$ cat src/rtl/ts_pkg.sv
package ts_pkg;

    parameter int TS_COL_W = 4;
    parameter int TS_ROW_W = 3;

    typedef struct packed {
        logic [TS_COL_W-1:0] col;
        logic [TS_ROW_W-1:0] row;
    } ts_tag_t;

    // a is logically older than b
    function automatic logic ts_older(input ts_tag_t a, input ts_tag_t b);
        return (a.col < b.col) || ((a.col == b.col) && (a.row < b.row));
    endfunction

    // tag after one column shift of the window
    function automatic ts_tag_t ts_shifted(input ts_tag_t t);
        ts_tag_t r;
        r.col = t.col - 1'b1;
        r.row = t.row;
        return r;
    endfunction

endpackage

$ cat src/rtl/ts_tag_reg.sv
module ts_tag_reg
    import ts_pkg::*;
#(
    parameter int PATH_W = 2
) (
    input  logic              clk,
    input  logic              rst,
    input  logic              load_en,
    input  ts_tag_t           load_tag,
    input  logic [PATH_W-1:0] load_path,
    input  logic              shift,
    output ts_tag_t           own_tag,
    output logic [PATH_W-1:0] own_path,
    output logic              own_valid
);

    always_ff @(posedge clk) begin
        if (rst) begin
            own_tag   <= '0;
            own_path  <= '0;
            own_valid <= 1'b0;
        end else if (load_en) begin
            own_tag   <= load_tag;
            own_path  <= load_path;
            own_valid <= 1'b1;
        end else if (shift && own_valid) begin
            own_tag   <= ts_shifted(own_tag);
        end
    end

endmodule

$ cat src/rtl/ts_operand_slot.sv
module ts_operand_slot
    import ts_pkg::*;
#(
    parameter int DATA_W = 32,
    parameter int ADDR_W = 5,
    parameter int PATH_W = 2
) (
    input  logic              clk,
    input  logic              rst,
    input  logic              load_en,
    input  logic [ADDR_W-1:0] load_addr,
    input  logic [DATA_W-1:0] load_val,
    input  logic              shift,
    input  ts_tag_t           own_tag,
    input  logic [PATH_W-1:0] own_path,
    input  logic              own_valid,
    input  logic              bus_valid,
    input  logic              bus_nullify,
    input  logic [ADDR_W-1:0] bus_addr,
    input  logic [DATA_W-1:0] bus_val,
    input  ts_tag_t           bus_tag,
    input  logic [PATH_W-1:0] bus_path,
    output logic [DATA_W-1:0] value,
    output logic              update
);

    logic [ADDR_W-1:0] src_q;
    ts_tag_t           last_q;
    logic              last_vld_q;
    logic              hit, take, kill, newer_than_last;

    always_comb begin
        hit  = own_valid && !load_en && bus_valid &&
               (bus_addr == src_q) && (bus_path == own_path);
        newer_than_last = !last_vld_q || ts_older(last_q, bus_tag);
        take = hit && !bus_nullify && ts_older(bus_tag, own_tag) && newer_than_last;
        kill = hit && bus_nullify && last_vld_q && (bus_tag == last_q);
        update = take || kill;
    end

    always_ff @(posedge clk) begin
        if (rst) begin
            src_q      <= '0;
            value      <= '0;
            last_q     <= '0;
            last_vld_q <= 1'b0;
        end else if (load_en) begin
            src_q      <= load_addr;
            value      <= load_val;
            last_q     <= '0;
            last_vld_q <= 1'b0;
        end else if (take) begin
            value      <= bus_val;
            last_q     <= shift ? ts_shifted(bus_tag) : bus_tag;
            last_vld_q <= 1'b1;
        end else if (kill) begin
            last_vld_q <= 1'b0;
        end else if (shift && last_vld_q) begin
            last_q     <= ts_shifted(last_q);
        end
    end

endmodule

$ cat src/rtl/ts_exec_pulse.sv
module ts_exec_pulse #(
    parameter int NUM_SRC = 2
) (
    input  logic               clk,
    input  logic               rst,
    input  logic               load_en,
    input  logic [NUM_SRC-1:0] slot_update,
    output logic               exec_req
);

    always_ff @(posedge clk) begin
        if (rst) exec_req <= 1'b0;
        else     exec_req <= load_en || (|slot_update);
    end

endmodule

$ cat src/rtl/snarf_station.sv
module snarf_station
    import ts_pkg::*;
#(
    parameter int NUM_SRC = 2,
    parameter int DATA_W  = 32,
    parameter int ADDR_W  = 5,
    parameter int PATH_W  = 2,
    parameter int COL_W   = TS_COL_W,
    parameter int ROW_W   = TS_ROW_W
) (
    input  logic                      clk,
    input  logic                      rst,
    input  logic                      load_en,
    input  logic [COL_W-1:0]          load_col,
    input  logic [ROW_W-1:0]          load_row,
    input  logic [PATH_W-1:0]         load_path,
    input  logic [NUM_SRC*ADDR_W-1:0] load_src,
    input  logic [NUM_SRC*DATA_W-1:0] load_opnd,
    input  logic                      col_shift,
    input  logic                      bus_valid,
    input  logic                      bus_nullify,
    input  logic [ADDR_W-1:0]         bus_addr,
    input  logic [DATA_W-1:0]         bus_value,
    input  logic [COL_W-1:0]          bus_col,
    input  logic [ROW_W-1:0]          bus_row,
    input  logic [PATH_W-1:0]         bus_path,
    output logic                      stn_valid,
    output logic [COL_W-1:0]          stn_col,
    output logic [ROW_W-1:0]          stn_row,
    output logic [NUM_SRC*DATA_W-1:0] opnd_out,
    output logic                      exec_req
);

    ts_tag_t           load_tag, bus_tag, own_tag;
    logic [PATH_W-1:0] own_path;
    logic              own_valid;
    logic [NUM_SRC-1:0] slot_update;

    assign load_tag  = '{col: load_col, row: load_row};
    assign bus_tag   = '{col: bus_col,  row: bus_row};
    assign stn_valid = own_valid;
    assign stn_col   = own_tag.col;
    assign stn_row   = own_tag.row;

    ts_tag_reg #(.PATH_W(PATH_W)) u_tag (
        .clk       (clk),
        .rst       (rst),
        .load_en   (load_en),
        .load_tag  (load_tag),
        .load_path (load_path),
        .shift     (col_shift),
        .own_tag   (own_tag),
        .own_path  (own_path),
        .own_valid (own_valid)
    );

    for (genvar i = 0; i < NUM_SRC; i++) begin : g_slot
        ts_operand_slot #(
            .DATA_W (DATA_W),
            .ADDR_W (ADDR_W),
            .PATH_W (PATH_W)
        ) u_slot (
            .clk         (clk),
            .rst         (rst),
            .load_en     (load_en),
            .load_addr   (load_src[i*ADDR_W +: ADDR_W]),
            .load_val    (load_opnd[i*DATA_W +: DATA_W]),
            .shift       (col_shift),
            .own_tag     (own_tag),
            .own_path    (own_path),
            .own_valid   (own_valid),
            .bus_valid   (bus_valid),
            .bus_nullify (bus_nullify),
            .bus_addr    (bus_addr),
            .bus_val     (bus_value),
            .bus_tag     (bus_tag),
            .bus_path    (bus_path),
            .value       (opnd_out[i*DATA_W +: DATA_W]),
            .update      (slot_update[i])
        );
    end

    ts_exec_pulse #(.NUM_SRC(NUM_SRC)) u_pulse (
        .clk         (clk),
        .rst         (rst),
        .load_en     (load_en),
        .slot_update (slot_update),
        .exec_req    (exec_req)
    );

endmodule

$ cat config.mk
export PLATFORM = sky130hd
export DESIGN_NAME = snarf_station
export DESIGN_NICKNAME = d
export VERILOG_FILES = /design/src/rtl/ts_pkg.sv /design/src/rtl/ts_tag_reg.sv /design/src/rtl/ts_operand_slot.sv /design/src/rtl/ts_exec_pulse.sv /design/src/rtl/snarf_station.sv
export SDC_FILE = /design/constraint.sdc
export NUM_CORES = 1
export LEC_CHECK = 0
export BUFFER_PORTS_ARGS = -buffer_cell sky130_fd_sc_hd__buf_2
export CAP_MARGIN = 20
export CORE_MARGIN = 4
export CORE_UTILIZATION = 45
export CTS_CLUSTER_DIAMETER = 150
export DETAILED_ROUTE_END_ITERATION = 16
export PLACE_DENSITY = 0.76
export SLEW_MARGIN = 20
export SYNTH_ARGS = -nofsm -noshare
export SYNTH_HDL_FRONTEND = slang
export SYNTH_SLANG_ARGS = --single-unit
$ cat constraint.sdc
create_clock -name clk -period 2.35 [get_ports clk]
set_input_delay 0.1175 -clock clk [delete_from_list [all_inputs] [get_ports clk]]
set_output_delay 0.1175 -clock clk [all_outputs]
set_load 0.03 [all_outputs]
[After elaboration in Yosys (flattened, before gate mapping)]
Cells that the tools add are included.
Word-level totals
  register bits: 101
  bits of input ports: 135
  output and inout port bits: 73
  logic and storage cells: 99
Operators by class
  $add $sub $neg: 4
  magnitude comparators: 6
  equal/unequal tests: 10
  muxes and demuxes: 17
  reduce and logical (&&, ||, !) cells: 47
Operators by type and width (count)
  two-way mux 32 bit: 4
  two-way mux 7 bit: 9
  logical AND 1 bit: 24
  subtractor 4 x 1 -> 4 bit (second input constant): 4
  == test 7 bit: 2
  nonzero test 2 bit: 7
  == test 4 bit: 3
  less-than comparator 4 bit: 3
  == test 5 bit: 2
  less-than comparator 3 bit: 3
  logical OR 1 bit: 8
  logical NOT 1 bit: 4
  two-way mux 1 bit: 4
  != test 2 x 1 -> 1 bit (second input constant): 2
  AND reduction 2 bit: 2
  OR reduction 2 bit: 2
  == test 2 bit: 1

[Logic depth before layout (Yosys ltp)]
Gate-level depths: netlist of the first run.
  depth after elaboration: 11
  mapped depth: 10
  gate-level depth less buffers: 8

[By module]
Synthesis of the first run repeated with hierarchy kept, for this count alone.
Unflattened totals
  cells, all modules: 670
  area total of the unflattened synthesis: 6242.2 um^2
By module, submodules not included
  ts_operand_slot: instances 2, cells an instance 311, area each 2901.5 um^2, seq. area each 900.9 um^2
  ts_tag_reg: instances 1, cells an instance 45, area each 410.4 um^2, seq. area each 200.2 um^2
  ts_exec_pulse: instances 1, cells an instance 3, area each 28.8 um^2, seq. area each 20.0 um^2

[Least setup slack after synthesis of the first run]
No wires, ideal clock.
  path type: register to register
  start: register u_tag.own_tag[4] (netlist name)
  end: register g_slot[0].u_slot.value[14]
  data arrival time: 2.101 ns
  path slack: 0.159 ns
  cell stages (with the launch flop): 11
  clock period less this slack: 2.191 ns
  cells stage by stage: dfxtp_1 -> inv_1 -> ha_1 -> nor2b_1 -> o211ai_1 -> a22o_1 -> and4_1 -> buf_6 -> buf_6 -> nand2_1 -> a311oi_1
Between the ends
  word-level cells in the longest chain between the ends: 6
  elaborated cells on any way between the ends: 7
  those cells by class: 1 x order compare; 1 x eq/ne; 5 x reduce/logical
Ends and longest elaborated chain
  branches (longest 2 deep; another with less-than comparator 4 bit)
  logical OR 1 bit *: line ts_pkg.sv:13  | return (a.col < b.col) || ((a.col == b.col) && (a.row < b.row));
  logical AND 1 bit * (2 in a row): line ts_operand_slot.sv:36  | take = hit && !bus_nullify && ts_older(bus_tag, own_tag) && newer_than_last;
  nonzero test 2 bit (no source line) *
  end signal: assignment: line ts_operand_slot.sv:49  | value <= load_val;
  end signal: assignment: line ts_operand_slot.sv:53  | value <= bus_val;
  end: declaration: line ts_operand_slot.sv:23  | output logic [DATA_W-1:0] value,
Mark *: on every way between the ends.
A chain may end at the register's enable or synchronous reset.

[Final worst setup path of the first run]
  start: register u_tag.own_tag[4] (netlist name)
  end: register g_slot[1].u_slot.value[23]
Between the ends
  word-level cells in the longest chain between the ends: 6
  elaborated cells on any way between the ends: 7
  those cells by class: 1 x order compare; 1 x eq/ne; 5 x reduce/logical
Ends and longest elaborated chain (line)
  branches (longest 2 deep; another with less-than comparator 4 bit)
  logical OR 1 bit *: ts_pkg.sv:13
  logical AND 1 bit * (2 in a row): ts_operand_slot.sv:36
  nonzero test 2 bit (no source line) *
  end signal: assignment: ts_operand_slot.sv:49
  end signal: assignment: ts_operand_slot.sv:53
  end: declaration: ts_operand_slot.sv:23
Marked as above.

==> results.ini, run 1 <==
[clocking]
cts_tree = yes
cts_root_buf = clkbuf_8
cts.clk_slew.worst_paths_ns = 0.09
cts_setup_buffers = 0
cts_buffers = 9
clkSinkCount = 101
cts_max_level = 3
clock_latency_ns = 0.37
cts_max_path_buffers = 2

[worst_hold_path]
hp-start = load_opnd[42]
min_path_type = in2reg

[sta]
skew_ns = 0.00463
tightest_slew_ns = 0.450
setup_viol = 0
slew_viol_final = 0
fmax_ghz = 0.447
finalSetupTns_ns = 0
finalCritPeriodShare = 0.953
hold_viol = 0
rsz0062_at_grt = no
relSlewSlack = 0.700
fin_crit_ns = 2.24

[placed_design]
hpwl_um = 11300
gp_congestion = 0.919
place_inst = 935
place.port_buffers = 207

[finish]
antenna_cells = 0
final_cells = 988
syn2layout_area_growth_pct = 35.7
nets = 1003
fillers = 915
drive_above_1_share = 0.287

[power_and_ir_drop]
p_per_area_mw_per_mm2 = 550
ir_worst_vdd_mv = 0.365
leakage_nw = 3.02

[logic_synthesis]
ys.flop_type = dfxtp_1
ys_seq_elements = 101
ys_seq_area_frac = 0.405
yosys-top-cells-count = nand2_1 (152), nor2_1 (105), dfxtp_1 (101)
synth_edf_count = 0
synth_top_area_cell = dfxtp_1
yosys-top-cells-area = dfxtp_1 (40%), nand2_1 (11%), a311oi_1 (11%)
yosysMostFrequentCell = nand2_1
synth_top_area_share = 0.405
syn_avg_cell_area_um2 = 8.02
ys_types = 37
ys_warn_count = 0
syn_inst = 623
postSynth.asyncResetShare = 0
synth.cell_area_mm2 = 0.00500
synth_nets = 782

[route]
drc = 0
wl_um = 16600
wire_per_inst_um = 16.8
drtIter0Drc = 577
drtAntennaViolNets = 0
avgViaCountPerCell = 5.48
first_pass_iters = 5
vias = 5419

[floorplanning]
start_util = 0.461
io_pins = 208
dieArea_mm2 = 0.0129
coreArea_mm2 = 0.0108
die_x_um = 113
fp-row-count = 38
die_y_um = 113

[job]
maxCapViolations = 0

[grt]
grt_pass1_vias = 5334
grt_pass1_wl_um = 25800
grt.total_usage = 0.246
grt_overflow_total = 0
grt_max_degree = 74
antenna_found_initial = 0

[critical_path]
cp_slowest_cell = dfxtp_1
crit_path_start = u_tag.own_tag[4]
crit_path_max_fanout = 20
crit_path_cell_trace = inv_1 -> ha_1 -> nor2b_1 -> o211ai_1 -> a22o_1 -> and4_4 -> buf_12 -> nand2_1 -> a311oi_1
slowest_delay_ns = 0.39
cp.arrival_ns = 2.51
end_kind = register
start_kind = register
required_ns = 2.62
timing.rr.start = u_tag.own_tag[4]
crit_type = reg2reg

[run_status]
status = completed

[layout make-up]
| class | instances | area [um2] | area share |
|---|---|---|---|
| Multi-Input combinational cell | 455 | 2690 | 0.397 |
| Sequential cell | 101 | 2020 | 0.298 |
| Timing Repair Buffer | 256 | 1630 | 0.240 |
| Tap cell | 140 | 175 | 0.0258 |
| Clock buffer | 12 | 165 | 0.0243 |
| Inverter | 21 | 80.1 | 0.0118 |
| Clock inverter | 3 | 18.8 | 0.00277 |
[metrics by stage]
step	hold slack (ns)	setup WS, ns	utilization	area (um2)	power, mW
after floorplan	0.258	0.159	-	5000	2.34
after global placement	0.349	0.295	0.571	6180	2.63
after detailed placement	0.358	0.171	0.571	6180	2.65
after CTS	0.000265	0.124	0.621	6730	3.74
after global routing	0.00248	0.00235	0.626	6780	3.89
final	0.0164	0.112	0.626	6780	3.73
[repair_timing]
item,in CTS,in global routing
endpoints found under the setup margin,0,5
hold endpoints to repair,32,0
hold buffers,36,0
gates resized for setup,0,4
[final timing paths]
kind / cells past startpoint / to / slack (ns)
setup / recovery: 9 / g_slot[1].u_slot.value[23] / 0.11
hold reg to reg: 2 / g_slot[1].u_slot.last_q[0] / 0.47
setup reg to reg: 9 / g_slot[1].u_slot.value[23] / 0.11
hold / removal: 3 / g_slot[1].u_slot.value[10] / 0.02
[critical path, delay by kind of cell (launching register included)]
kind | cells | cell delay, ns
AOI/OAI and AO/OA | 3 | 0.68
adders and majority gates | 1 | 0.28
buffers and inverters | 2 | 0.26
DFF | 1 | 0.39
and+or+nand+nor | 3 | 0.52
[where the power goes]
group | switching, mW | internal (mW) | total, mW
registers | 0.0583 | 1.81 | 1.87
logic | 0.479 | 0.317 | 0.797
clock network | 0.599 | 0.468 | 1.07
total | 1.14 | 2.59 | 3.73
[cell families (layout without fill, tap and decap cells)]
logic type,Yosys count,count (layout),share of synthesized area
multiplexers,17,17,0.0340
buffers and inverters,67,292,0.0576
adder cells (fa/ha/maj),24,24,0.0601
AND/OR/NAND/NOR,289,289,0.238
XOR/XNOR,24,24,0.0421
AO/OA/AOI/OAI,101,101,0.164
flip-flops,101,101,0.405
[per-layer routing]
| layer | global-route usage | vias to the layer above | wire, um |
|---|---|---|---|
| met4 | 0.0905 | 0 | 346 |
| li1 | - | 2589 | - |
| met3 | 0.0440 | 30 | 1320 |
| met2 | 0.433 | 279 | 8030 |
| met5 | 0 | - | 0 |
| met1 | 0.299 | 2521 | 6880 |
[layout by cell type (no fill, tap or decap), drive strengths merged, types with 8 or more instances in the layout]
master	netlist	layout
mux2i	17	17
xnor2	10	10
dlygate4sd3	0	36
inv	21	21
nand2	152	152
ha	24	24
nand4	8	8
dfxtp	101	101
a21oi	17	17
a311oi	65	65
buf	15	218
nor2	105	105
xor2	14	14
clkbuf	31	14
[flip-flops by register name, summed over array words and instances, names as in the netlist]
signal                    cells
u_tag.own_path                2
u_tag.own_tag                 7
g_slot.u_slot.last_vld_q      2
g_slot.u_slot.src_q          10
g_slot.u_slot.value          64
u_pulse.exec_req              1
g_slot.u_slot.last_q         14
u_tag.own_valid               1
No activity file was read; power rests on OpenSTA's default activity.
==> inputs of run 2 (changes only) <==
--- a/constraint.sdc
+++ b/constraint.sdc
@@ -3,2 +3,2 @@
 set_output_delay 0.1175 -clock clk [all_outputs]
-set_load 0.03 [all_outputs]
+set_load 0.1 [all_outputs]
==> results.ini, run 2 (synthesized netlist as in run 1, its figures left out) <==
[run_status]
status = completed

[route]
drtIter0Drc = 800
avgViaCountPerCell = 5.55
vias = 5807
wl_um = 17900
drc = 0
first_pass_iters = 5
wire_per_inst_um = 17.1
drtAntennaViolNets = 0

[grt]
grt_pass1_wl_um = 28500
grt_max_degree = 55
antenna_found_initial = 0
grt.total_usage = 0.274
grt_pass1_vias = 5963
grt_overflow_total = 0

[critical_path]
required_ns = 2.63
timing.rr.start = u_tag.own_tag[4]
r2r_setup_slack_ns = 0.14
crit_path_max_fanout = 40
r2r-end = g_slot[1].u_slot.value[5]
start_kind = register
end_kind = register
cp.arrival_ns = 2.49
crit_type = reg2reg
rr_worst_depth = 9

[worst_hold_path]
min_path_type = in2reg
hp-start = load_opnd[23]
min_to = g_slot[0].u_slot.value[23]
min_path_cells = 3

[sta]
fin_crit_ns = 2.21
tightest_slew_ns = 0.579
setup_viol = 0
hold_viol = 0
finalCritPeriodShare = 0.941
slew_viol_final = 0
relSlewSlack = 0.614
fmax_ghz = 0.452
skew_ns = 0.00744

[power_and_ir_drop]
p_comb_frac = 0.290
p_sw_mw = 1.67
p_per_area_mw_per_mm2 = 623
clkPwrFrac = 0.305
intPower_mw = 2.94
swShare = 0.363
ir_worst_vdd_mv = 0.358
power_frac_seq = 0.406
power.total_mw = 4.61
leakage_nw = 3.28

[clocking]
cts.clk_slew.worst_paths_ns = 0.10
cts_max_path_buffers = 2
cts_tree = yes
clock_latency_ns = 0.38
cts_root_buf = clkbuf_8
clkSinkCount = 101
cts_setup_buffers = 0
cts_buffers = 9
cts_max_level = 3

[finish]
multi_input_comb_area_mm2 = 0.00270
nets = 1061
layout_commonest_cell = buf_2
final_cell_mix = buf_2 (207), nand2_1 (152), nor2_1 (105)
top_register = g_slot.u_slot.value
syn2layout_area_growth_pct = 48.0
fin_area_mm2 = 0.00740
antenna_cells = 0
largest_reg_flops = 64
top_regs = g_slot.u_slot.value (64), g_slot.u_slot.last_q (14), g_slot.u_slot.src_q (10)
fillers = 810
ff_latch_area_mm2 = 0.00203
drive_above_1_share = 0.275

[floorplanning]
die_y_um = 113
start_util = 0.461
coreArea_mm2 = 0.0108
io_pins = 208
fp-row-count = 38
dieArea_mm2 = 0.0129
die_x_um = 113

[placed_design]
place.port_buffers = 207
gp_congestion = 0.905
placed_area_mm2 = 0.00620
hpwl_um = 11200

[job]
maxCapViolations = 0

[run 2: changes by cell type in the layout (fill, tap and decap cells not counted), moves of 2 or more]
cell and change:
clkbuf_8 -2, and4_1 +2, dlygate4sd3_1 +58, and4_4 -2, buf_4 +3, clkbuf_16 -2
dfxtp_2 +5, dfxtp_1 -6, clkinv_2 -2, bufinv_16 +3
[run 2: what timing repair did]
action,in CTS,in global routing
hold endpoints to repair,75,0
setup endpoints to repair,0,1
hold buffers,94,0
resized for setup,0,1
[run 2: worst max path at each step]
stage                     cells after the start  slack [ns]                          to              from
after floorplan                               7        0.04  g_slot[0].u_slot.value[14]   u_tag.own_valid
after global placement                        9        0.30  g_slot[1].u_slot.value[30]  u_tag.own_tag[4]
after detailed placement                     10        0.22  g_slot[1].u_slot.value[22]        bus_row[1]
after CTS                                     9        0.21  g_slot[1].u_slot.value[22]  u_tag.own_tag[4]
after global routing                          9      -0.003  g_slot[1].u_slot.value[19]  u_tag.own_tag[4]
final                                         9        0.14   g_slot[1].u_slot.value[5]  u_tag.own_tag[4]
[run 2: metal layers]
layer,global-route usage,vias to the layer above,share of wire
li1,-,2708,-
met1,0.319,2689,0.40
met2,0.470,340,0.48
met3,0.0525,70,0.081
met4,0.156,0,0.046
met5,0,-,0
[run 2: power by group through the flow]
stage                     combinational, mW  clock [mW]  sequential, mW
after floorplan                       0.274           0            2.52
after global placement                 1.17           0            1.90
after detailed placement               1.19           0            1.91
after CTS                              1.31        1.44            1.87
after global routing                   1.40        1.49            1.88
final                                  1.34        1.41            1.87
[run 2: area by class of cell]
cell class | count | area share
clock inverters | 6 | 0.0159
well taps | 140 | 0.0237
repair buffers | 314 | 0.292
multi-input cells | 455 | 0.364
inverters | 21 | 0.0108
clock buffers | 10 | 0.0186
flip-flops and latches | 101 | 0.275
[run 2: through the flow]
| step | worst slack [ns] | utilization | hold WS (ns) | TNS, ns | std cells |
|---|---|---|---|---|---|
| after detailed placement | 0.218 | 0.572 | 0.362 | 0 | 937 |
| after CTS | 0.211 | 0.682 | 0.000308 | 0 | 1047 |
| after global placement | 0.296 | 0.572 | 0.348 | 0 | 937 |
| after global routing | -0.00348 | 0.683 | 0.0146 | -0.00348 | 1047 |
| final | 0.139 | 0.683 | 0.0189 | 0 | 1047 |
| after floorplan | 0.0389 | - | 0.258 | 0 | 623 |
[run 2: worst max-delay path, cell delays in order (launching register included)]
cell and delay (ns):
dfxtp_4 0.37, inv_1 0.05, ha_1 0.29, nor2b_1 0.14, o211ai_1 0.15, a22o_1 0.20
and4_1 0.25, buf_12 0.23, nand2_1 0.10, a311oi_1 0.31
==> inputs of run 3 (changes only) <==
MAX_ROUTING_LAYER = met4   (was unset)
==> results.ini, run 3 (synthesized netlist as in run 1, its figures left out) <==
[floorplanning]
fp-row-count = 38
start_util = 0.461
coreArea_mm2 = 0.0108
die_y_um = 113
dieArea_mm2 = 0.0129
die_x_um = 113
io_pins = 208

[finish]
nets = 1061
final_cells = 1047
layout_commonest_cell = buf_2
drive_above_1_share = 0.275
top_regs = g_slot.u_slot.value (64), g_slot.u_slot.last_q (14), g_slot.u_slot.src_q (10)
syn2layout_area_growth_pct = 48.0
top_register = g_slot.u_slot.value
fillers = 810
ff_latch_area_mm2 = 0.00203
antenna_cells = 0
post-route-util = 0.683
multi_input_comb_area_mm2 = 0.00270
largest_reg_flops = 64
final_cell_mix = buf_2 (207), nand2_1 (152), nor2_1 (105)

[sta]
slew_viol_final = 0
skew_ns = 0.00803
tightest_slew_ns = 0.597
fin_crit_ns = 2.21
finalSetupTns_ns = 0
relSlewSlack = 0.602
fmax_ghz = 0.452
hold_ws_ns = 0.0206
setup_viol = 0
finalCritPeriodShare = 0.942
hold_viol = 0

[grt]
grt_max_degree = 55
grt_pass1_wl_um = 28600
grt.total_usage = 0.282
grt_overflow_total = 0
grt_pass1_vias = 5953
antenna_found_initial = 0

[clocking]
clock_latency_ns = 0.38
cts_max_level = 3
cts_root_buf = clkbuf_8
cts_tree = yes
clkSinkCount = 101
cts_buffers = 9
cts.clk_slew.worst_paths_ns = 0.10
cts_max_path_buffers = 2

[critical_path]
cp.arrival_ns = 2.51
end_kind = register
crit_path_max_fanout = 40
start_kind = register
crit_type = reg2reg
required_ns = 2.64

[placed_design]
gp_congestion = 0.920
place.port_buffers = 207
place_inst = 937
hpwl_um = 11200

[route]
wire_per_inst_um = 17.1
first_pass_iters = 6
drc = 0
wl_um = 17900
drtIter0Drc = 699
drtAntennaViolNets = 0
avgViaCountPerCell = 5.56
vias = 5817

[power_and_ir_drop]
ir_worst_vdd_mv = 0.358
leakage_nw = 3.28
p_per_area_mw_per_mm2 = 623

[run_status]
status = completed

[worst_hold_path]
min_path_type = in2reg

[job]
maxCapViolations = 0

-- run 3: cell counts in the layout (fill, tap and decap cells not counted) --
No cell type changed its count.
-- run 3: timing repair --
| action | CTS | global route |
|---|---|---|
| hold buffers | 94 | 0 |
| gates resized for setup | 0 | 1 |
| setup buffers | 0 | 0 |
| endpoints found under the setup margin | 0 | 1 |
| endpoints found under the hold margin | 75 | 0 |
-- run 3: path summary, 6_finish.rpt --
path	cells past startpoint	slack, ns	start	endpoint
setup / recovery	9	0.14	u_tag.own_tag[4]	g_slot[1].u_slot.value[19]
hold / removal	3	0.02	load_opnd[60]	g_slot[1].u_slot.value[28]
setup reg to reg	9	0.14	u_tag.own_tag[4]	g_slot[1].u_slot.value[19]
hold reg to reg	2	0.46	g_slot[0].u_slot.last_q[1]	g_slot[0].u_slot.last_q[1]
-- run 3: area by class of cell --
cell class | count | area share
repair buffers | 314 | 0.292
clock inverters | 6 | 0.0159
clock buffers | 10 | 0.0186
multi-input cells | 455 | 0.364
inverters | 21 | 0.0108
well taps | 140 | 0.0237
flip-flops and latches | 101 | 0.275
-- run 3: through the flow --
step | worst slack, ns | cell area, um2 | total power [mW]
2_1_floorplan | 0.0389 | 5010 | 2.79
3_3_place_gp | 0.296 | 6200 | 3.07
3_5_place_dp | 0.218 | 6200 | 3.10
4_1_cts | 0.211 | 7390 | 4.62
5_1_grt | -0.00650 | 7400 | 4.78
6_report | 0.136 | 7400 | 4.61
-- run 3: per-layer routing --
layer,wire length [um],global-route usage,vias up
li1,-,-,2708
met1,7170,0.326,2699
met2,8520,0.470,340
met3,1400,0.0472,70
met4,819,0.151,0
met5,0,-,-
-- run 3: critical path: stages (launching register included) --
cell      delay (ns)
dfxtp_4         0.37
inv_1           0.05
ha_1            0.29
nor2b_1         0.14
o211ai_1        0.15
a22o_1          0.20
and4_1          0.25
buf_12          0.23
nand2_1         0.12
a311oi_2        0.31
-- run 3: power by group --
group / internal (mW) / switching (mW) / leakage [nW]
Clock: 0.748 / 0.653 / 0.125
Sequential: 1.81 / 0.0599 / 0.837
Combinational: 0.380 / 0.956 / 2.32
